==> src/rtl/vlst_pkg.sv <==
package vlst_pkg;
  localparam int FW      = 6;               // width of each packed length/position field
  localparam int CW      = 5;               // configuration width
  localparam int STATE_W = 4 * FW + CW;     // packed state word width

  typedef enum logic [1:0] {SEL_VL = 2'd0, SEL_MVL = 2'd1, SEL_STATE = 2'd2, SEL_NONE = 2'd3} csr_sel_e;
  typedef enum logic [1:0] {OP_READ = 2'd0, OP_WREG = 2'd1, OP_WIMM = 2'd2, OP_NOP = 2'd3} csr_op_e;
endpackage

==> src/rtl/vlst_clamp.sv <==
module vlst_clamp
  import vlst_pkg::*;
#(
  parameter int XLEN = 32,
  parameter int LW   = $clog2(XLEN + 1)
) (
  input  logic [XLEN-1:0] req_mvl_i,
  input  logic [XLEN-1:0] req_vl_i,
  input  logic [FW-1:0]   req_src_i,
  input  logic [FW-1:0]   req_dst_i,
  output logic [LW-1:0]   mvl_o,
  output logic [LW-1:0]   vl_o,
  output logic [FW-1:0]   src_o,
  output logic [FW-1:0]   dst_o
);
  localparam logic [XLEN-1:0] CAP = XLEN'(XLEN);
  localparam logic [XLEN-1:0] ONE = XLEN'(1);

  logic [XLEN-1:0] mvl_w, vl_w, lim_w, src_w, dst_w;

  // Stage order: bound, then length against bound, then positions against length.
  always_comb begin
    mvl_w = (req_mvl_i > CAP)   ? CAP   : req_mvl_i;
    vl_w  = (req_vl_i  > mvl_w) ? mvl_w : req_vl_i;
    lim_w = vl_w - ONE;
    src_w = {{(XLEN-FW){1'b0}}, req_src_i};
    dst_w = {{(XLEN-FW){1'b0}}, req_dst_i};
    mvl_o = mvl_w[LW-1:0];
    vl_o  = vl_w[LW-1:0];
    src_o = (src_w > lim_w) ? lim_w[FW-1:0] : req_src_i;
    dst_o = (dst_w > lim_w) ? lim_w[FW-1:0] : req_dst_i;
  end
endmodule

==> src/rtl/vlst_pack.sv <==
module vlst_pack
  import vlst_pkg::*;
#(
  parameter int XLEN = 32,
  parameter int LW   = $clog2(XLEN + 1)
) (
  // pack direction: stored state to minus-one word
  input  logic [LW-1:0]      mvl_i,
  input  logic [LW-1:0]      vl_i,
  input  logic [FW-1:0]      src_i,
  input  logic [FW-1:0]      dst_i,
  input  logic [CW-1:0]      cfg_i,
  output logic [STATE_W-1:0] word_o,
  // unpack direction: minus-one word to requested values
  input  logic [STATE_W-1:0] word_i,
  output logic [XLEN-1:0]    req_mvl_o,
  output logic [XLEN-1:0]    req_vl_o,
  output logic [FW-1:0]      req_src_o,
  output logic [FW-1:0]      req_dst_o,
  output logic [CW-1:0]      req_cfg_o
);
  localparam logic [LW-1:0]   ONE_L = LW'(1);
  localparam logic [XLEN-1:0] ONE_X = XLEN'(1);

  logic [LW-1:0] mvl_m1, vl_m1;

  always_comb begin
    mvl_m1 = mvl_i - ONE_L;
    vl_m1  = vl_i - ONE_L;
    word_o = {cfg_i, dst_i, src_i, vl_m1[FW-1:0], mvl_m1[FW-1:0]};
  end

  always_comb begin
    req_mvl_o = {{(XLEN-FW){1'b0}}, word_i[FW-1:0]} + ONE_X;
    req_vl_o  = {{(XLEN-FW){1'b0}}, word_i[2*FW-1:FW]} + ONE_X;
    req_src_o = word_i[3*FW-1:2*FW];
    req_dst_o = word_i[4*FW-1:3*FW];
    req_cfg_o = word_i[STATE_W-1:4*FW];
  end
endmodule

==> src/rtl/vlst_unit.sv <==
module vlst_unit
  import vlst_pkg::*;
#(
  parameter int XLEN = 32,
  localparam int LW  = $clog2(XLEN + 1)
) (
  input  logic            clk_i,
  input  logic            rst_ni,
  input  logic            acc_i,
  input  logic [1:0]      op_i,
  input  logic [1:0]      sel_i,
  input  logic            dest_x0_i,
  input  logic [XLEN-1:0] wdata_i,
  input  logic [4:0]      imm_i,
  output logic            ret_valid_o,
  output logic [XLEN-1:0] ret_data_o,
  output logic            exc_o,
  output logic [LW-1:0]   mvl_o,
  output logic [LW-1:0]   vl_o,
  output logic [5:0]      src_off_o,
  output logic [5:0]      dst_off_o,
  output logic [4:0]      cfg_o,
  output logic            sv_off_o
);
  localparam logic [XLEN-1:0] ONE_X   = XLEN'(1);
  localparam logic [LW-1:0]   RST_LEN = LW'(1);
  localparam logic [CW-1:0]   CFG_OFF = '1;

  csr_sel_e sel;
  csr_op_e  op;
  assign sel = csr_sel_e'(sel_i);
  assign op  = csr_op_e'(op_i);

  // architectural state
  logic [LW-1:0] mvl_q, vl_q;
  logic [FW-1:0] src_q, dst_q;
  logic [CW-1:0] cfg_q;

  // packed view of the current state and decode of an incoming word
  logic [STATE_W-1:0] cur_word, in_word;
  logic [XLEN-1:0]    w_mvl, w_vl;
  logic [FW-1:0]      w_src, w_dst;
  logic [CW-1:0]      w_cfg;

  vlst_pack #(.XLEN(XLEN), .LW(LW)) u_pack (
    .mvl_i(mvl_q), .vl_i(vl_q), .src_i(src_q), .dst_i(dst_q), .cfg_i(cfg_q),
    .word_o(cur_word),
    .word_i(in_word),
    .req_mvl_o(w_mvl), .req_vl_o(w_vl), .req_src_o(w_src), .req_dst_o(w_dst),
    .req_cfg_o(w_cfg)
  );

  // write value seen by the length registers
  logic [XLEN-1:0] wval;
  logic            is_write, zero_bad, do_write;

  always_comb begin
    is_write = acc_i && ((op == OP_WREG) || (op == OP_WIMM));
    wval     = (op == OP_WIMM) ? ({{(XLEN-5){1'b0}}, imm_i} + ONE_X) : wdata_i;
    in_word  = (op == OP_WIMM) ? {{(STATE_W-5){1'b0}}, imm_i} : wdata_i[STATE_W-1:0];
    zero_bad = acc_i && (op == OP_WREG) && (wdata_i == '0) &&
               ((sel == SEL_VL) || (sel == SEL_MVL));
    do_write = is_write && !zero_bad && (sel != SEL_NONE);
  end

  // requested (unclamped) values per target register
  logic [XLEN-1:0] req_mvl, req_vl;
  logic [FW-1:0]   req_src, req_dst;
  logic [CW-1:0]   req_cfg;

  always_comb begin
    req_mvl = {{(XLEN-LW){1'b0}}, mvl_q};
    req_vl  = {{(XLEN-LW){1'b0}}, vl_q};
    req_src = src_q;
    req_dst = dst_q;
    req_cfg = cfg_q;
    unique case (sel)
      SEL_VL:    req_vl  = wval;
      SEL_MVL:   req_mvl = wval;
      SEL_STATE: begin
        req_mvl = w_mvl;
        req_vl  = w_vl;
        req_src = w_src;
        req_dst = w_dst;
        req_cfg = w_cfg;
      end
      default: ;
    endcase
  end

  logic [LW-1:0] nxt_mvl, nxt_vl;
  logic [FW-1:0] nxt_src, nxt_dst;

  vlst_clamp #(.XLEN(XLEN), .LW(LW)) u_clamp (
    .req_mvl_i(req_mvl), .req_vl_i(req_vl), .req_src_i(req_src), .req_dst_i(req_dst),
    .mvl_o(nxt_mvl), .vl_o(nxt_vl), .src_o(nxt_src), .dst_o(nxt_dst)
  );

  // value handed back to the destination register
  logic [XLEN-1:0] old_val, ret_val;

  always_comb begin
    unique case (sel)
      SEL_VL:    old_val = {{(XLEN-LW){1'b0}}, vl_q};
      SEL_MVL:   old_val = {{(XLEN-LW){1'b0}}, mvl_q};
      SEL_STATE: old_val = {{(XLEN-STATE_W){1'b0}}, cur_word};
      default:   old_val = '0;
    endcase
    // the length register hands back its new value; the others the old one
    ret_val = (do_write && (sel == SEL_VL)) ? {{(XLEN-LW){1'b0}}, nxt_vl} : old_val;
  end

  always_ff @(posedge clk_i) begin
    if (!rst_ni) begin
      mvl_q       <= RST_LEN;
      vl_q        <= RST_LEN;
      src_q       <= '0;
      dst_q       <= '0;
      cfg_q       <= CFG_OFF;
      ret_valid_o <= 1'b0;
      ret_data_o  <= '0;
      exc_o       <= 1'b0;
    end else begin
      if (do_write) begin
        mvl_q <= nxt_mvl;
        vl_q  <= nxt_vl;
        src_q <= nxt_src;
        dst_q <= nxt_dst;
        cfg_q <= req_cfg;
      end
      ret_valid_o <= acc_i && (op != OP_NOP) && !zero_bad && !dest_x0_i;
      ret_data_o  <= ret_val;
      exc_o       <= zero_bad;
    end
  end

  assign mvl_o     = mvl_q;
  assign vl_o      = vl_q;
  assign src_off_o = src_q;
  assign dst_off_o = dst_q;
  assign cfg_o     = cfg_q;
  assign sv_off_o  = (cfg_q == CFG_OFF);
endmodule

==> config.mk <==
export PLATFORM = sky130hd
export DESIGN_NAME = vlst_unit
export DESIGN_NICKNAME = d
export VERILOG_FILES = /design/src/rtl/vlst_pkg.sv /design/src/rtl/vlst_clamp.sv /design/src/rtl/vlst_pack.sv /design/src/rtl/vlst_unit.sv
export SDC_FILE = /design/constraint.sdc
export NUM_CORES = 1
export LEC_CHECK = 0
export BUFFER_PORTS_ARGS = -buffer_cell sky130_fd_sc_hd__clkbuf_2
export CAP_MARGIN = 20
export CELL_PAD_IN_SITES_DETAIL_PLACEMENT = 0
export CELL_PAD_IN_SITES_GLOBAL_PLACEMENT = 1
export CORE_ASPECT_RATIO = 1.25
export CORE_MARGIN = 2
export CORE_UTILIZATION = 45
export DETAILED_ROUTE_END_ITERATION = 12
export PLACE_DENSITY = 0.86
export SYNTH_ARGS = -nofsm -noshare
export SYNTH_HDL_FRONTEND = slang
export SYNTH_SLANG_ARGS = --single-unit
==> constraint.sdc <==
create_clock -name clk_i -period 17.83 [get_ports clk_i]
set_input_delay 2.6745 -clock clk_i [delete_from_list [all_inputs] [get_ports clk_i]]
set_output_delay 2.6745 -clock clk_i [all_outputs]
set_load 0.05 [all_outputs]
==> impl_metrics.json <==
{
  "crit_top_cell": "ha_1",
  "grt_pass1_wl_um": 32100,
  "synth_top_area_share_pct": 20.4,
  "dieArea_um2": 14000,
  "yosysSeqAreaShare_pct": 20.4,
  "instances_no_fill": 1052,
  "p_int_mw": 0.297,
  "root_buffer": "clkbuf_16",
  "crit_required_ns": 18.04,
  "ir_worst_vdd_mv": 0.0703,
  "clock_latency_ns": 0.32,
  "hold_violations": 0,
  "grt_max_degree": 55,
  "p_switching_mw": 0.174,
  "min_to": "ret_data_o[14]$_SDFF_PP0_",
  "pwr-share-clk_pct": 32.8,
  "dieHeight_um": 132,
  "r2r-end": "dst_off_o[0]$_SDFFE_PN0P_",
  "whs_path_depth": 2,
  "r2r-start": "mvl_o[5]$_SDFFE_PN0P_",
  "ys_seq_elements": 60,
  "layout-drive-gt1-share_pct": 17.8,
  "place.gp.congestion": 0.925,
  "worstRegToRegCells": 23,
  "dp.cells": 1036,
  "total_leakage_power_nw": 3.05,
  "overflow": 0,
  "startpoint_type": "input port",
  "finalCriticalPeriod_ns": 10.60,
  "syn_area_um2": 5880,
  "dieWidth_um": 106,
  "rows": 46,
  "fin_crit_sh_pct": 59.4,
  "cts.repair.resized": 0,
  "setup-violations-final": 0,
  "rsz0062_at_grt": "false",
  "cp-end-kind": "flip-flop",
  "slew_violations": 0,
  "hold_class": "flip-flop to flip-flop",
  "comb_power_share_pct": 36.4,
  "slowest_delay_ns": 0.77,
  "post_cts_buffers": 0,
  "grt_pass1_vias": 5985,
  "wl_per_cell_um": 19.1,
  "yosysMostFrequentCell": "nor2_1",
  "drv_cap": 0,
  "viasPerCell": 5.98,
  "start_util_pct": 46.2,
  "yosysWarnings": 0,
  "tightest_slew_ns": 0.927,
  "path_clk_slew_ns": 0.05,
  "path_max_fanout": 54,
  "worst_slack_ns": 7.23,
  "async_reset_ff_share_pct": 0,
  "design.core.area_um2": 12700,
  "num-nets-final": 982,
  "diodes": 0,
  "drt_iter0_markers": 582,
  "synth.avg_cell_area_um2": 7.50,
  "power_density_nw_per_um2": 69.3,
  "antenna_found_initial": 0,
  "dp_hpwl_um": 15600,
  "drt-total-wl_um": 20100,
  "switching_share_pct": 37.0,
  "htree_levels": 3,
  "cts_hold_buf": 0,
  "drcViolationCount": 0,
  "pre_cts_slack_ns": 7.05,
  "clock-sinks": 60,
  "synth_common_cells": "nor2_1, dfxtp_1, nand2_1, ha_1, a21oi_1",
  "crit_path_top_delay_cell": "or4_1",
  "grt_util_all_layers_pct": 28.4,
  "post_dp_cell_area_um2": 6520,
  "status": "finished, final reports clean",
  "portBuffers": 105,
  "whs_ns": 0.472,
  "design_area_um2": 6800,
  "rrSetupSlack_ns": 10.33,
  "synth_top_flop_cell": "dfxtp_1",
  "criticalPathCategory": "input port to flip-flop",
  "cts_made_buffers": 9,
  "io_pins": 109,
  "dr.pass1.iters": 7,
  "max_slew_margin_pct": 38.1,
  "hold_start": "src_off_o[2]$_SDFFE_PN0P_",
  "synth_edf_count": 0,
  "area_growth_pct": 15.7,
  "netlist_top_cells_area": "dfxtp_1, ha_1, nor2_1",
  "seqPwrFrac_pct": 30.7,
  "cts_tree": "yes",
  "clock_path_buffers": 2,
  "setup_tns_ns": 0,
  "antenna_left": 0,
  "yosysTopAreaCell": "dfxtp_1",
  "route.vias.total": 6292,
  "fmax_mhz": 94.4,
  "arrival_ns": 10.80,
  "ys_types": 88,
  "syn_inst": 783,
  "finalClockSkew_ns": 0.00572
}
-- per-layer routing --
metal  routed length, µm  global-route usage, %
met1                8700                   38.6
met4                 588                   10.5
met5                   0                      0
met2                9450                   46.5
met3                1340                   2.47
-- worst max-delay path, delay by kind of cell --
family,cells,cell delay (ns)
simple gates,10,3.27
compound gates,11,2.76
fa+ha+maj,4,1.04
buf+inv,3,0.62
mux,1,0.40
-- power groups by stage --
stage / Clock [mW] / Sequential [mW] / Combinational [mW]
finish: 0.155 / 0.145 / 0.172
detailed placement: 0 / 0.147 / 0.168
CTS: 0.156 / 0.145 / 0.169
global route: 0.163 / 0.145 / 0.187
floorplan: 0 / 0.161 / 0.108
global placement: 0 / 0.147 / 0.167
-- metrics by stage --
| step | utilization [%] | power [mW] |
|---|---|---|
| floorplan | - | 0.269 |
| global placement | 51.2 | 0.314 |
| detailed placement | 51.2 | 0.316 |
| CTS | 53.4 | 0.470 |
| global route | 53.4 | 0.495 |
| finish | 53.4 | 0.471 |
-- cells by family after synthesis --
logic type	share of synthesized area (%)
compound gates	25.4
xor+xnor	2.39
fa+ha+maj	12.1
buf+inv	6.58
flops	20.4
mux	4.22
other cells	0.128
simple gates	28.7
-- placed cells by master, fill, tap and decap left out, types with 10 or more instances in the layout --
cell and n:
mux2i_1 12, clkbuf_2 105, nor3_1 29, conb_1 29
nand2_1 59, nor4_1 10, nand4_1 14, nor2b_1 14
a21o_1 14, nand3_1 19, o21ai_0 34, mux2_2 10
nor2_1 91, or3_1 10, nand2b_1 12, and2_1 35
a211oi_1 16, dfxtp_1 60, ha_1 57, a21oi_1 43
inv_1 37
-- layout make-up --
cell class | count | area, µm²
Multi-Input combinational cell | 659 | 4390
Clock buffer | 13 | 260
Inverter | 38 | 143
Clock inverter | 2 | 10.0
Sequential cell | 60 | 1200
Timing Repair Buffer | 112 | 578
Fill cell | 1280 | 5920
Tap cell | 168 | 210
-- state kept, by name, indices dropped and copies added (netlist names) --
| register | flops |
|---|---|
| vl_o | 6 |
| exc_o | 1 |
| src_off_o | 6 |
| dst_off_o | 6 |
| ret_data_o | 29 |
| mvl_o | 6 |
| ret_valid_o | 1 |
| cfg_o | 5 |
-- worst max-delay path by stage --
stage | from | cells past startpoint | end | slack (ns)
after floorplan | op_i[0] | 34 | src_off_o[0]$_SDFFE_PN0P_ | 7.49
after global placement | op_i[0] | 29 | src_off_o[0]$_SDFFE_PN0P_ | 7.31
after detailed placement | op_i[0] | 29 | src_off_o[0]$_SDFFE_PN0P_ | 7.05
after CTS | op_i[0] | 29 | dst_off_o[0]$_SDFFE_PN0P_ | 7.34
after global routing | op_i[0] | 29 | dst_off_o[2]$_SDFFE_PN0P_ | 6.68
final | op_i[0] | 29 | dst_off_o[0]$_SDFFE_PN0P_ | 7.23
Power figures use the tool's default switching activity.
